File: src/rtl/cefPkg.sv
package cefPkg;
  localparam int CODE_W   = 4;
  localparam int TAG_W    = 8;
  localparam int FUNC_W   = 8;
  localparam int NUM_TAGS = 1 << TAG_W;
  localparam int NUM_CODES = 1 << CODE_W;

  // descriptor field positions
  localparam int CODE_LSB = 12;
  localparam int DONE_BIT = 30;
  localparam int FUNC_LSB = 48;
  localparam int TAG_LSB  = 64;
  localparam int DESC_MIN_W = TAG_LSB + TAG_W;

  localparam logic [CODE_W-1:0] CODE_NONE     = 4'b0000;
  localparam logic [CODE_W-1:0] CODE_MISMATCH = 4'b0100;
  localparam logic [CODE_W-1:0] CODE_ADDR     = 4'b0101;
  localparam logic [CODE_W-1:0] CODE_BADTAG   = 4'b0110;
  localparam logic [CODE_W-1:0] CODE_DUMMY    = 4'b1000;

  // control-to-datapath strobes for the current beat
  typedef struct packed {
    logic sop;        // beat is a descriptor
    logic keep;       // beat is forwarded
    logic endOut;     // forwarded beat carries outLast
    logic doAbort;    // descriptor closes out its request
    logic doRelease;  // descriptor frees its tag
    logic countDrop;  // packet loses at least one beat
  } ctrlStrobe_t;
endpackage

File: src/rtl/cefCtrl.sv
module cefCtrl
  import cefPkg::*;
(
  input  logic              clk,
  input  logic              rstN,
  input  logic              beatFire,
  input  logic              inLast,
  input  logic [CODE_W-1:0] code,
  input  logic              doneFlag,
  input  logic [TAG_W-1:0]  tag,
  output ctrlStrobe_t       strb
);
  logic                midPkt;
  logic                pktDrop;
  logic [NUM_TAGS-1:0] discTable;

  logic tagDisc, stale, payCode, dropRest, keepDesc, setDisc, clrDisc;

  always_comb begin
    tagDisc  = discTable[tag];
    stale    = tagDisc && (code != CODE_BADTAG);
    payCode  = (code == CODE_MISMATCH) || (code == CODE_ADDR) ||
               (code == CODE_BADTAG)   || (code == CODE_DUMMY);
    dropRest = payCode || stale;
    keepDesc = !(stale && !doneFlag);
    setDisc  = ((code == CODE_MISMATCH) || (code == CODE_ADDR)) && !doneFlag;
    clrDisc  = stale && doneFlag;

    strb.sop       = !midPkt;
    strb.keep      = midPkt ? !pktDrop : keepDesc;
    strb.endOut    = midPkt ? inLast : (inLast || dropRest);
    strb.doAbort   = !midPkt && (code != CODE_NONE) && (code != CODE_BADTAG) && !stale;
    strb.doRelease = !midPkt && doneFlag && (code != CODE_BADTAG);
    strb.countDrop = !midPkt && (!keepDesc || (dropRest && !inLast));
  end

  always_ff @(posedge clk) begin
    if (!rstN) begin
      midPkt    <= 1'b0;
      pktDrop   <= 1'b0;
      discTable <= '0;
    end else if (beatFire) begin
      midPkt <= !inLast;
      if (!midPkt) begin
        pktDrop <= dropRest;
        if (setDisc)      discTable[tag] <= 1'b1;
        else if (clrDisc) discTable[tag] <= 1'b0;
      end
    end
  end

  AST_DISC_SET: assert property (@(posedge clk) disable iff (!rstN)
    beatFire && !midPkt && ((code == CODE_MISMATCH) || (code == CODE_ADDR)) && !doneFlag
    |=> discTable[$past(tag)]);

  AST_DISC_CLEAR: assert property (@(posedge clk) disable iff (!rstN)
    beatFire && !midPkt && discTable[tag] && (code != CODE_BADTAG) && doneFlag
    |=> !discTable[$past(tag)]);

  AST_BADTAG_STABLE: assert property (@(posedge clk) disable iff (!rstN)
    beatFire && !midPkt && (code == CODE_BADTAG) |=> $stable(discTable));

  AST_PAYLOAD_STABLE: assert property (@(posedge clk) disable iff (!rstN)
    beatFire && midPkt |=> $stable(discTable));
endmodule

File: src/rtl/cefData.sv
module cefData
  import cefPkg::*;
#(
  parameter int DATA_W = 128,
  parameter int CNT_W  = 8
) (
  input  logic                      clk,
  input  logic                      rstN,
  input  logic [DATA_W-1:0]         inData,
  input  logic                      inValid,
  input  logic                      inLast,
  output logic                      inReady,
  output logic [DATA_W-1:0]         outData,
  output logic                      outValid,
  output logic                      outLast,
  input  logic                      outReady,
  input  ctrlStrobe_t               strb,
  output logic                      beatFire,
  output logic [CODE_W-1:0]         code,
  output logic                      doneFlag,
  output logic [TAG_W-1:0]          tag,
  output logic                      abortValid,
  output logic                      releaseValid,
  output logic [TAG_W-1:0]          eventTag,
  output logic [FUNC_W-1:0]         eventFunc,
  output logic [NUM_CODES*CNT_W-1:0] dropCount
);
  localparam logic [CNT_W-1:0] CNT_MAX = {CNT_W{1'b1}};

  logic [FUNC_W-1:0] func;

  assign code     = inData[CODE_LSB +: CODE_W];
  assign doneFlag = inData[DONE_BIT];
  assign tag      = inData[TAG_LSB +: TAG_W];
  assign func     = inData[FUNC_LSB +: FUNC_W];

  assign outData  = inData;
  assign outValid = inValid && strb.keep;
  assign outLast  = strb.endOut;
  assign inReady  = outReady || !strb.keep;
  assign beatFire = inValid && inReady;

  always_ff @(posedge clk) begin
    if (!rstN) begin
      abortValid   <= 1'b0;
      releaseValid <= 1'b0;
      eventTag     <= '0;
      eventFunc    <= '0;
    end else begin
      abortValid   <= beatFire && strb.doAbort;
      releaseValid <= beatFire && strb.doRelease;
      if (beatFire && strb.sop) begin
        eventTag  <= tag;
        eventFunc <= func;
      end
    end
  end

  for (genvar k = 0; k < NUM_CODES; k++) begin : g_cnt
    logic [CNT_W-1:0] cnt;
    always_ff @(posedge clk) begin
      if (!rstN) cnt <= '0;
      else if (beatFire && strb.countDrop && (code == CODE_W'(k)) && (cnt != CNT_MAX))
        cnt <= cnt + 1'b1;
    end
    assign dropCount[k*CNT_W +: CNT_W] = cnt;

    AST_NO_OVERFLOW: assert property (@(posedge clk) disable iff (!rstN)
      cnt == CNT_MAX |=> cnt == CNT_MAX);
  end

  AST_ABORT_CODE: assert property (@(posedge clk) disable iff (!rstN)
    abortValid |-> ($past(code) != CODE_NONE) && ($past(code) != CODE_BADTAG));

  AST_RELEASE_DONE: assert property (@(posedge clk) disable iff (!rstN)
    releaseValid |-> $past(doneFlag) && $past(beatFire));
endmodule

File: src/rtl/cmplErrFilter.sv
module cmplErrFilter
  import cefPkg::*;
#(
  parameter int DATA_W = 128,
  parameter int CNT_W  = 8
) (
  input  logic                       clk,
  input  logic                       rstN,
  input  logic [DATA_W-1:0]          inData,
  input  logic                       inValid,
  input  logic                       inLast,
  output logic                       inReady,
  output logic [DATA_W-1:0]          outData,
  output logic                       outValid,
  output logic                       outLast,
  input  logic                       outReady,
  output logic                       abortValid,
  output logic                       releaseValid,
  output logic [7:0]                 eventTag,
  output logic [7:0]                 eventFunc,
  output logic [16*CNT_W-1:0]        dropCount
);
  ctrlStrobe_t       strb;
  logic              beatFire;
  logic [CODE_W-1:0] code;
  logic              doneFlag;
  logic [TAG_W-1:0]  tag;

  cefCtrl u_ctrl (
    .clk      (clk),
    .rstN     (rstN),
    .beatFire (beatFire),
    .inLast   (inLast),
    .code     (code),
    .doneFlag (doneFlag),
    .tag      (tag),
    .strb     (strb)
  );

  cefData #(.DATA_W(DATA_W), .CNT_W(CNT_W)) u_data (
    .clk          (clk),
    .rstN         (rstN),
    .inData       (inData),
    .inValid      (inValid),
    .inLast       (inLast),
    .inReady      (inReady),
    .outData      (outData),
    .outValid     (outValid),
    .outLast      (outLast),
    .outReady     (outReady),
    .strb         (strb),
    .beatFire     (beatFire),
    .code         (code),
    .doneFlag     (doneFlag),
    .tag          (tag),
    .abortValid   (abortValid),
    .releaseValid (releaseValid),
    .eventTag     (eventTag),
    .eventFunc    (eventFunc),
    .dropCount    (dropCount)
  );
endmodule

File: config.mk
export PLATFORM = sky130hd
export DESIGN_NAME = cmplErrFilter
export DESIGN_NICKNAME = d
export VERILOG_FILES = /design/src/rtl/cefPkg.sv /design/src/rtl/cefCtrl.sv /design/src/rtl/cefData.sv /design/src/rtl/cmplErrFilter.sv
export SDC_FILE = /design/constraint.sdc
export NUM_CORES = 1
export LEC_CHECK = 0
export BUFFER_PORTS_ARGS = -buffer_cell sky130_fd_sc_hd__buf_2
export CAP_MARGIN = 20
export CORE_ASPECT_RATIO = 1.75
export CORE_MARGIN = 2
export CORE_UTILIZATION = 50
export DETAILED_ROUTE_END_ITERATION = 10
export PLACE_DENSITY = 0.82
export SKIP_LAST_GASP = 1
export SLEW_MARGIN = 10
export SYNTH_ARGS = -nofsm -noshare
export SYNTH_HDL_FRONTEND = slang
export SYNTH_HIERARCHICAL = 1
export SYNTH_SLANG_ARGS = --single-unit
File: constraint.sdc
create_clock -name clk -period 7.3 [get_ports clk]
set_input_delay 1.095 -clock clk [delete_from_list [all_inputs] [get_ports clk]]
set_output_delay 1.095 -clock clk [all_outputs]
set_load 0.005 [all_outputs]
==> run summary, run 1 <==
layout cells sized above 1: 19.6%
Comb pwr share: 6.0%
top cell type's share of synthesized area: 37.1%
Fill cells: 3,727
syn_nets: 2,622
clk sinks: 404
setup repair bufs after CTS: 0
Final Max Tran Viols: 0
commonest non-fill, non-tap cell in the layout: dfxtp_1
r2r setup slk: 2.12 ns
H-tree depth: 2
Max Buffers Root-to-Sink: 3
first-pass GRT wire length: 102,000 um
Synth area leaders: dfxtp_1, a211oi_1, o22ai_1
clock power share: 45.5%
antenna diode count: 0
status: complete, no violations
Max-Cap Viols: 0
Achievable Freq: 0.160 GHz
Fin Setup TNS: 0 ns
crit path cell chain: buf_2, mux4_2, a22oi_1, a31oi_1, nor4_1, o311ai_4, and2_1, nor4bb_1, a21oi_1, nor2b_4, inv_1, and2_1, nor2b_1, and3_1, nand4_4, buf_4, a211oi_1, o22ai_1
Hold Vio Cnt, Final: 0
wire length on met3: 6330 um
Post-synth EDFFs: 0
Starting DRT DRC Count: 2,321
DRC violations left: 0
unrepaired setup endpoints after global routing: false
Detail Route Antenna Nets: 0
DP HPWL: 41,600 um
Worst EP arrival: 6.71 ns
warnings from Yosys: 6
maximum VDD drop: 0.216 mV
metal2 WL: 32,000 um
Hold Path Class: flip-flop to flip-flop
Vias/cell: 6.80
Distinct cells, synth: 73
Core Region: 43,200 um^2
Tcrit/Tclk final: 85.6%
Setup-failing EPs final: 0
crit-path most repeated cell: and2_1
switching part of the total: 24.0%
Reg power frac: 48.5%
largest net degree at the start of global routing: 113
pwr dens: 197 nW/um^2
CP required: 7.76 ns
clock root buffer: clkbuf_16
Rows: 101
CP startpoint: inData[64]
clock skew: 0.0341 ns
asr flop ratio synth: 0%
DP Area: 21,800 um^2
RePlAce Congestion: 0.889
die width: 162 um
slowest stage cell on the critical path: buf_2
Post-Syn Area: 21,800 um^2
most frequent cells in the layout: dfxtp_1, nand2_1, o22ai_1
Worst-Skew Late Latency: 0.56 ns
Ports: 410
Yosys reg bits: 404
Psw: 1.10 mW
WS Path Type: primary input to flip-flop
Post-Route WL: 66,200 um
Period minus WS final: 6.25 ns
via count: 20,200
average size of a mapped cell: 8.81 um^2
headroom to the max-slew limit: 26.2%
WL per Instance: 22.3 um
Post-Route M1 WL: 23,300 um
peak fanout along the critical path: 64
Power Internal: 3.47 mW
Worst Tran Pin Value: 1.11 ns
GRT overflow: 0
uppermost layer routed: met4
vias in the first global route: 19,600
Post-Syn Instances: 2,473
I/O Buffers: 195
Layout Area Growth over Synthesis: 6.58%
clk slew on worst S/H paths: 0.06 ns
# hold bufs at CTS: 0
Die Y: 280 um
initial cell density of the core: 50.4%
initial antenna violation count: 0
Critical Path Max Stage Delay: 0.68 ns
post_cts resized: 0
cells on worst reg2reg path: 17
Leak: 7.50 nW
Num CTS Buffers: 37
# nets final: 2,529
first-pass iteration count of the detailed router: 9
Yosys top cell by area: dfxtp_1
Overall Global Routing Usage: 27.8%
predominant post-synthesis flop cell: dfxtp_1
Final Cell Area: 23,200 um^2
Startpoint Class: primary input
total die area: 45,300 um^2
Seq/Total Area, Yosys: 37.1%
CTS tree: built
crit end category: flip-flop
## routing by layer
layer | GRT usage [%] | up-vias
met3 | 6.65 | 282
li1 | - | 9053
met2 | 47.1 | 1230
met1 | 29.7 | 9668
met5 | 0 | -
met4 | 20.9 | 0
## metrics by stage
| step | setup slack [ns] | util (%) | hold slack (ns) | power, mW | instances |
|---|---|---|---|---|---|
| floorplan | 1.57 | - | 0.432 | 2.51 | 2473 |
| global placement | 0.773 | 50.5 | 0.439 | 2.52 | 2901 |
| detailed placement | 0.671 | 50.5 | 0.445 | 2.53 | 2903 |
| CTS | 1.24 | 53.5 | 0.454 | 4.58 | 2970 |
| global route | 0.732 | 53.7 | 0.472 | 4.69 | 2974 |
| finish | 1.05 | 53.7 | 0.452 | 4.57 | 2974 |
## final cells by class
cell class,instances,area (um^2),share of cell area (%)
well taps,566,708,3.05
flip-flops and latches,404,8090,34.8
clock inverters,11,156,0.674
clock buffers,56,1140,4.90
inverters,28,106,0.458
repair buffers,263,1630,7.03
multi-input cells,1646,11400,49.0
## cells in the mapped netlist (6+ instances only)
master	instances
nand4_1	16
a211oi_1	230
buf_6	13
o21a_1	6
nand2_1	367
nand3b_1	9
buf_4	168
buf_2	8
o311a_1	9
dfxtp_1	404
o31ai_1	40
nor3_1	24
and3_1	20
nor4_1	23
inv_1	26
and2_1	11
o311ai_0	12
nor2_1	41
a211oi_2	29
a21oi_1	101
o22ai_1	233
mux4_2	64
a31oi_1	9
or3_1	21
ha_1	16
nand2b_1	22
buf_1	9
o41ai_1	13
or4_1	49
nand3_1	80
and4_1	18
mux2i_1	23
o22ai_2	24
nor2b_1	22
nor3b_1	7
a22oi_1	9
clkbuf_1	196
o21bai_1	11
a41o_1	6
o21ai_0	34
## worst max-delay path, delay by kind of cell
kind,cells,cell delay [ns]
AOI/OAI and AO/OA,6,1.26
buffers and inverters,3,1.40
muxes,1,0.60
and+or+nand+nor,8,2.23
## worst min-delay path by stage
stage	start	end	slack [ns]	cells past startpoint
after CTS	u_data/eventTag[3]	u_data/eventTag[3]	0.45	2
after detailed placement	u_data/eventTag[3]	u_data/eventTag[3]	0.44	2
after global routing	u_data/eventTag[3]	u_data/eventTag[3]	0.47	2
final	u_data/eventTag[3]	u_data/eventTag[3]	0.45	2
after floorplan	flip-flop	flip-flop	0.43	2
after global placement	u_data/eventFunc[0]	u_data/eventFunc[0]	0.44	2
## power by group through the flow
| stage | Combinational, mW | Sequential (mW) | Clock, mW |
|---|---|---|---|
| 2_1_floorplan | 0.245 | 2.27 | 0 |
| 3_3_place_gp | 0.257 | 2.26 | 0 |
| 3_5_place_dp | 0.263 | 2.27 | 0 |
| 4_1_cts | 0.264 | 2.21 | 2.10 |
| 5_1_grt | 0.289 | 2.21 | 2.18 |
| 6_report | 0.273 | 2.21 | 2.08 |
## cells by family (layout without fill, tap and decap cells)
group           after synthesis  in the layout  share of synthesized area (%)
buf+inv                     423            358                           10.7
compound gates              785            785                           25.9
simple gates                756            756                           17.5
flops                       404            404                           37.1
fa+ha+maj                    16             16                          0.919
xor+xnor                      1              1                         0.0402
mux                          88             88                           7.73
No activity file was read; power rests on OpenSTA's default activity.
==> run 2: changes to the inputs <==
--- a/config.mk
+++ b/config.mk
@@ -11,7 +11,7 @@
 export CORE_MARGIN = 2
 export CORE_UTILIZATION = 50
 export DETAILED_ROUTE_END_ITERATION = 10
-export PLACE_DENSITY = 0.82
+export PLACE_DENSITY = 0.85
 export SKIP_LAST_GASP = 1
 export SLEW_MARGIN = 10
 export SYNTH_ARGS = -nofsm -noshare
==> constraint.sdc (replaced) <==
create_clock -name clk -period 5.05 [get_ports clk]
set_input_delay 0.7575 -clock clk [delete_from_list [all_inputs] [get_ports clk]]
set_output_delay 0.7575 -clock clk [all_outputs]
set_load 0.005 [all_outputs]
==> run summary, run 2 (synthesized netlist as in run 1, its figures left out) <==
Leak: 8.00 nW
Hold Path Class: primary input to flip-flop
GRT overflow: 0
# nets final: 2,617
initial antenna violation count: 0
maximum VDD drop: 0.216 mV
hold path depth: 3
Overall Global Routing Usage: 29.1%
status: complete, no violations
Fill cells: 3,549
Post-Route WL: 69,400 um
CP required: 5.52 ns
Ports: 410
Die Y: 280 um
CTS tree: built
Rows: 101
commonest non-fill, non-tap cell in the layout: dfxtp_1
Core Region: 43,200 um^2
H-tree depth: 2
Layout Area Growth over Synthesis: 10.5%
peak fanout along the critical path: 18
initial cell density of the core: 50.4%
Period minus WS final: 4.88 ns
Achievable Freq: 0.205 GHz
clock root buffer: clkbuf_16
cells on worst reg2reg path: 19
Worst-Skew Late Latency: 0.55 ns
Worst Tran Pin Value: 1.09 ns
vias in the first global route: 20,400
pwr dens: 269 nW/um^2
layout cells sized above 1: 22.3%
die width: 162 um
total die area: 45,300 um^2
Tcrit/Tclk final: 96.6%
total chip power: 6.47 mW
Final Max Tran Viols: 0
via count: 21,000
WS Path Type: primary input to flip-flop
Setup-failing EPs final: 0
DRC violations left: 0
crit end category: flip-flop
most frequent cells in the layout: dfxtp_1, nand2_1, o22ai_1
DP HPWL: 45,400 um
final core occ: 55.7%
Max Buffers Root-to-Sink: 3
headroom to the max-slew limit: 27.2%
antenna diode count: 0
Hold Path End: u_data/eventFunc[6]
largest net degree at the start of global routing: 202
Starting DRT DRC Count: 2,574
WL per Instance: 22.7 um
Worst EP arrival: 5.35 ns
r2r setup slk: 0.71 ns
clk slew on worst S/H paths: 0.07 ns
RePlAce Congestion: 0.959
Hold Vio Cnt, Final: 0
clk sinks: 404
clock skew: 0.0194 ns
Detail Route Antenna Nets: 0
Max-Cap Viols: 0
I/O Buffers: 195
first-pass GRT wire length: 108,000 um
Startpoint Class: primary input
Num CTS Buffers: 36
first-pass iteration count of the detailed router: 5
hold path startpoint: inData[54]
Vias/cell: 6.87
==> run 2: power breakdown <==
part / leakage (nW) / total (mW) / internal (mW) / switching (mW)
logic: 4.17 / 0.448 / 0.141 / 0.306
clock network: 0.576 / 2.82 / 1.58 / 1.24
registers: 3.25 / 3.20 / 3.19 / 0.00751
==> run 2: layout make-up <==
type	instances	area (um^2)	share of cell area (%)
clock buffers	52	1070	4.45
clock inverters	9	104	0.431
flip-flops and latches	404	8090	33.6
repair buffers	352	2600	10.8
well taps	566	708	2.94
multi-input cells	1646	11400	47.3
inverters	28	106	0.442
==> run 2: critical path, stage by stage <==
cell      delay [ns]
buf_2           0.31
buf_4           0.28
buf_4           0.18
mux4_2          0.21
nand2_1         0.06
a31oi_1         0.44
nor3_1          0.17
o311ai_4        0.30
and2_1          0.22
nor4bb_1        0.38
o21bai_1        0.21
nand2_2         0.22
or4_1           0.74
buf_4           0.24
nor4_1          0.40
mux2i_1         0.22
==> run 2: how the worst max path moves through the flow <==
stage                           from                     end  slack [ns]
after CTS                 inData[64]                 inReady        0.20
after global routing      inData[66]  u_data/g_cnt[1].cnt[5]       -0.05
after floorplan           inData[65]               flip-flop       0.003
after detailed placement  inData[64]               flip-flop       -0.24
final                     inData[64]  u_data/g_cnt[1].cnt[5]        0.17
after global placement    inData[64]               flip-flop       -0.08
==> run 2: per-layer routing <==
layer  GRT usage (%)  vias to the layer above  wire [um]
met5           0.554                        -          0
met4            23.1                        0       5750
met3            7.39                      402       7040
met2            49.0                     1459      33100
met1            30.8                     9904      23500
li1                -                     9240          -
==> run 2: what timing repair did <==
item / CTS / global route
setup endpoints to repair: 0 / 135
setup buffers: 0 / 3
resized for setup: 0 / 2
hold buffers: 0 / 0
endpoints found under the hold margin: 0 / 0
==> run 2: per-stage QoR <==
| stage | instance area [um^2] | TNS (ns) | hold WS [ns] | cells | setup slack (ns) |
|---|---|---|---|---|---|
| after floorplan | 21800 | 0 | 0.432 | 2473 | 0.00309 |
| after global placement | 22800 | -2.34 | 0.439 | 2987 | -0.0812 |
| after detailed placement | 22800 | -39.76 | 0.444 | 2987 | -0.241 |
| after CTS | 23900 | 0 | 0.441 | 3048 | 0.199 |
| after global routing | 24100 | -0.0473 | 0.463 | 3057 | -0.0473 |
| final | 24100 | 0 | 0.444 | 3057 | 0.169 |
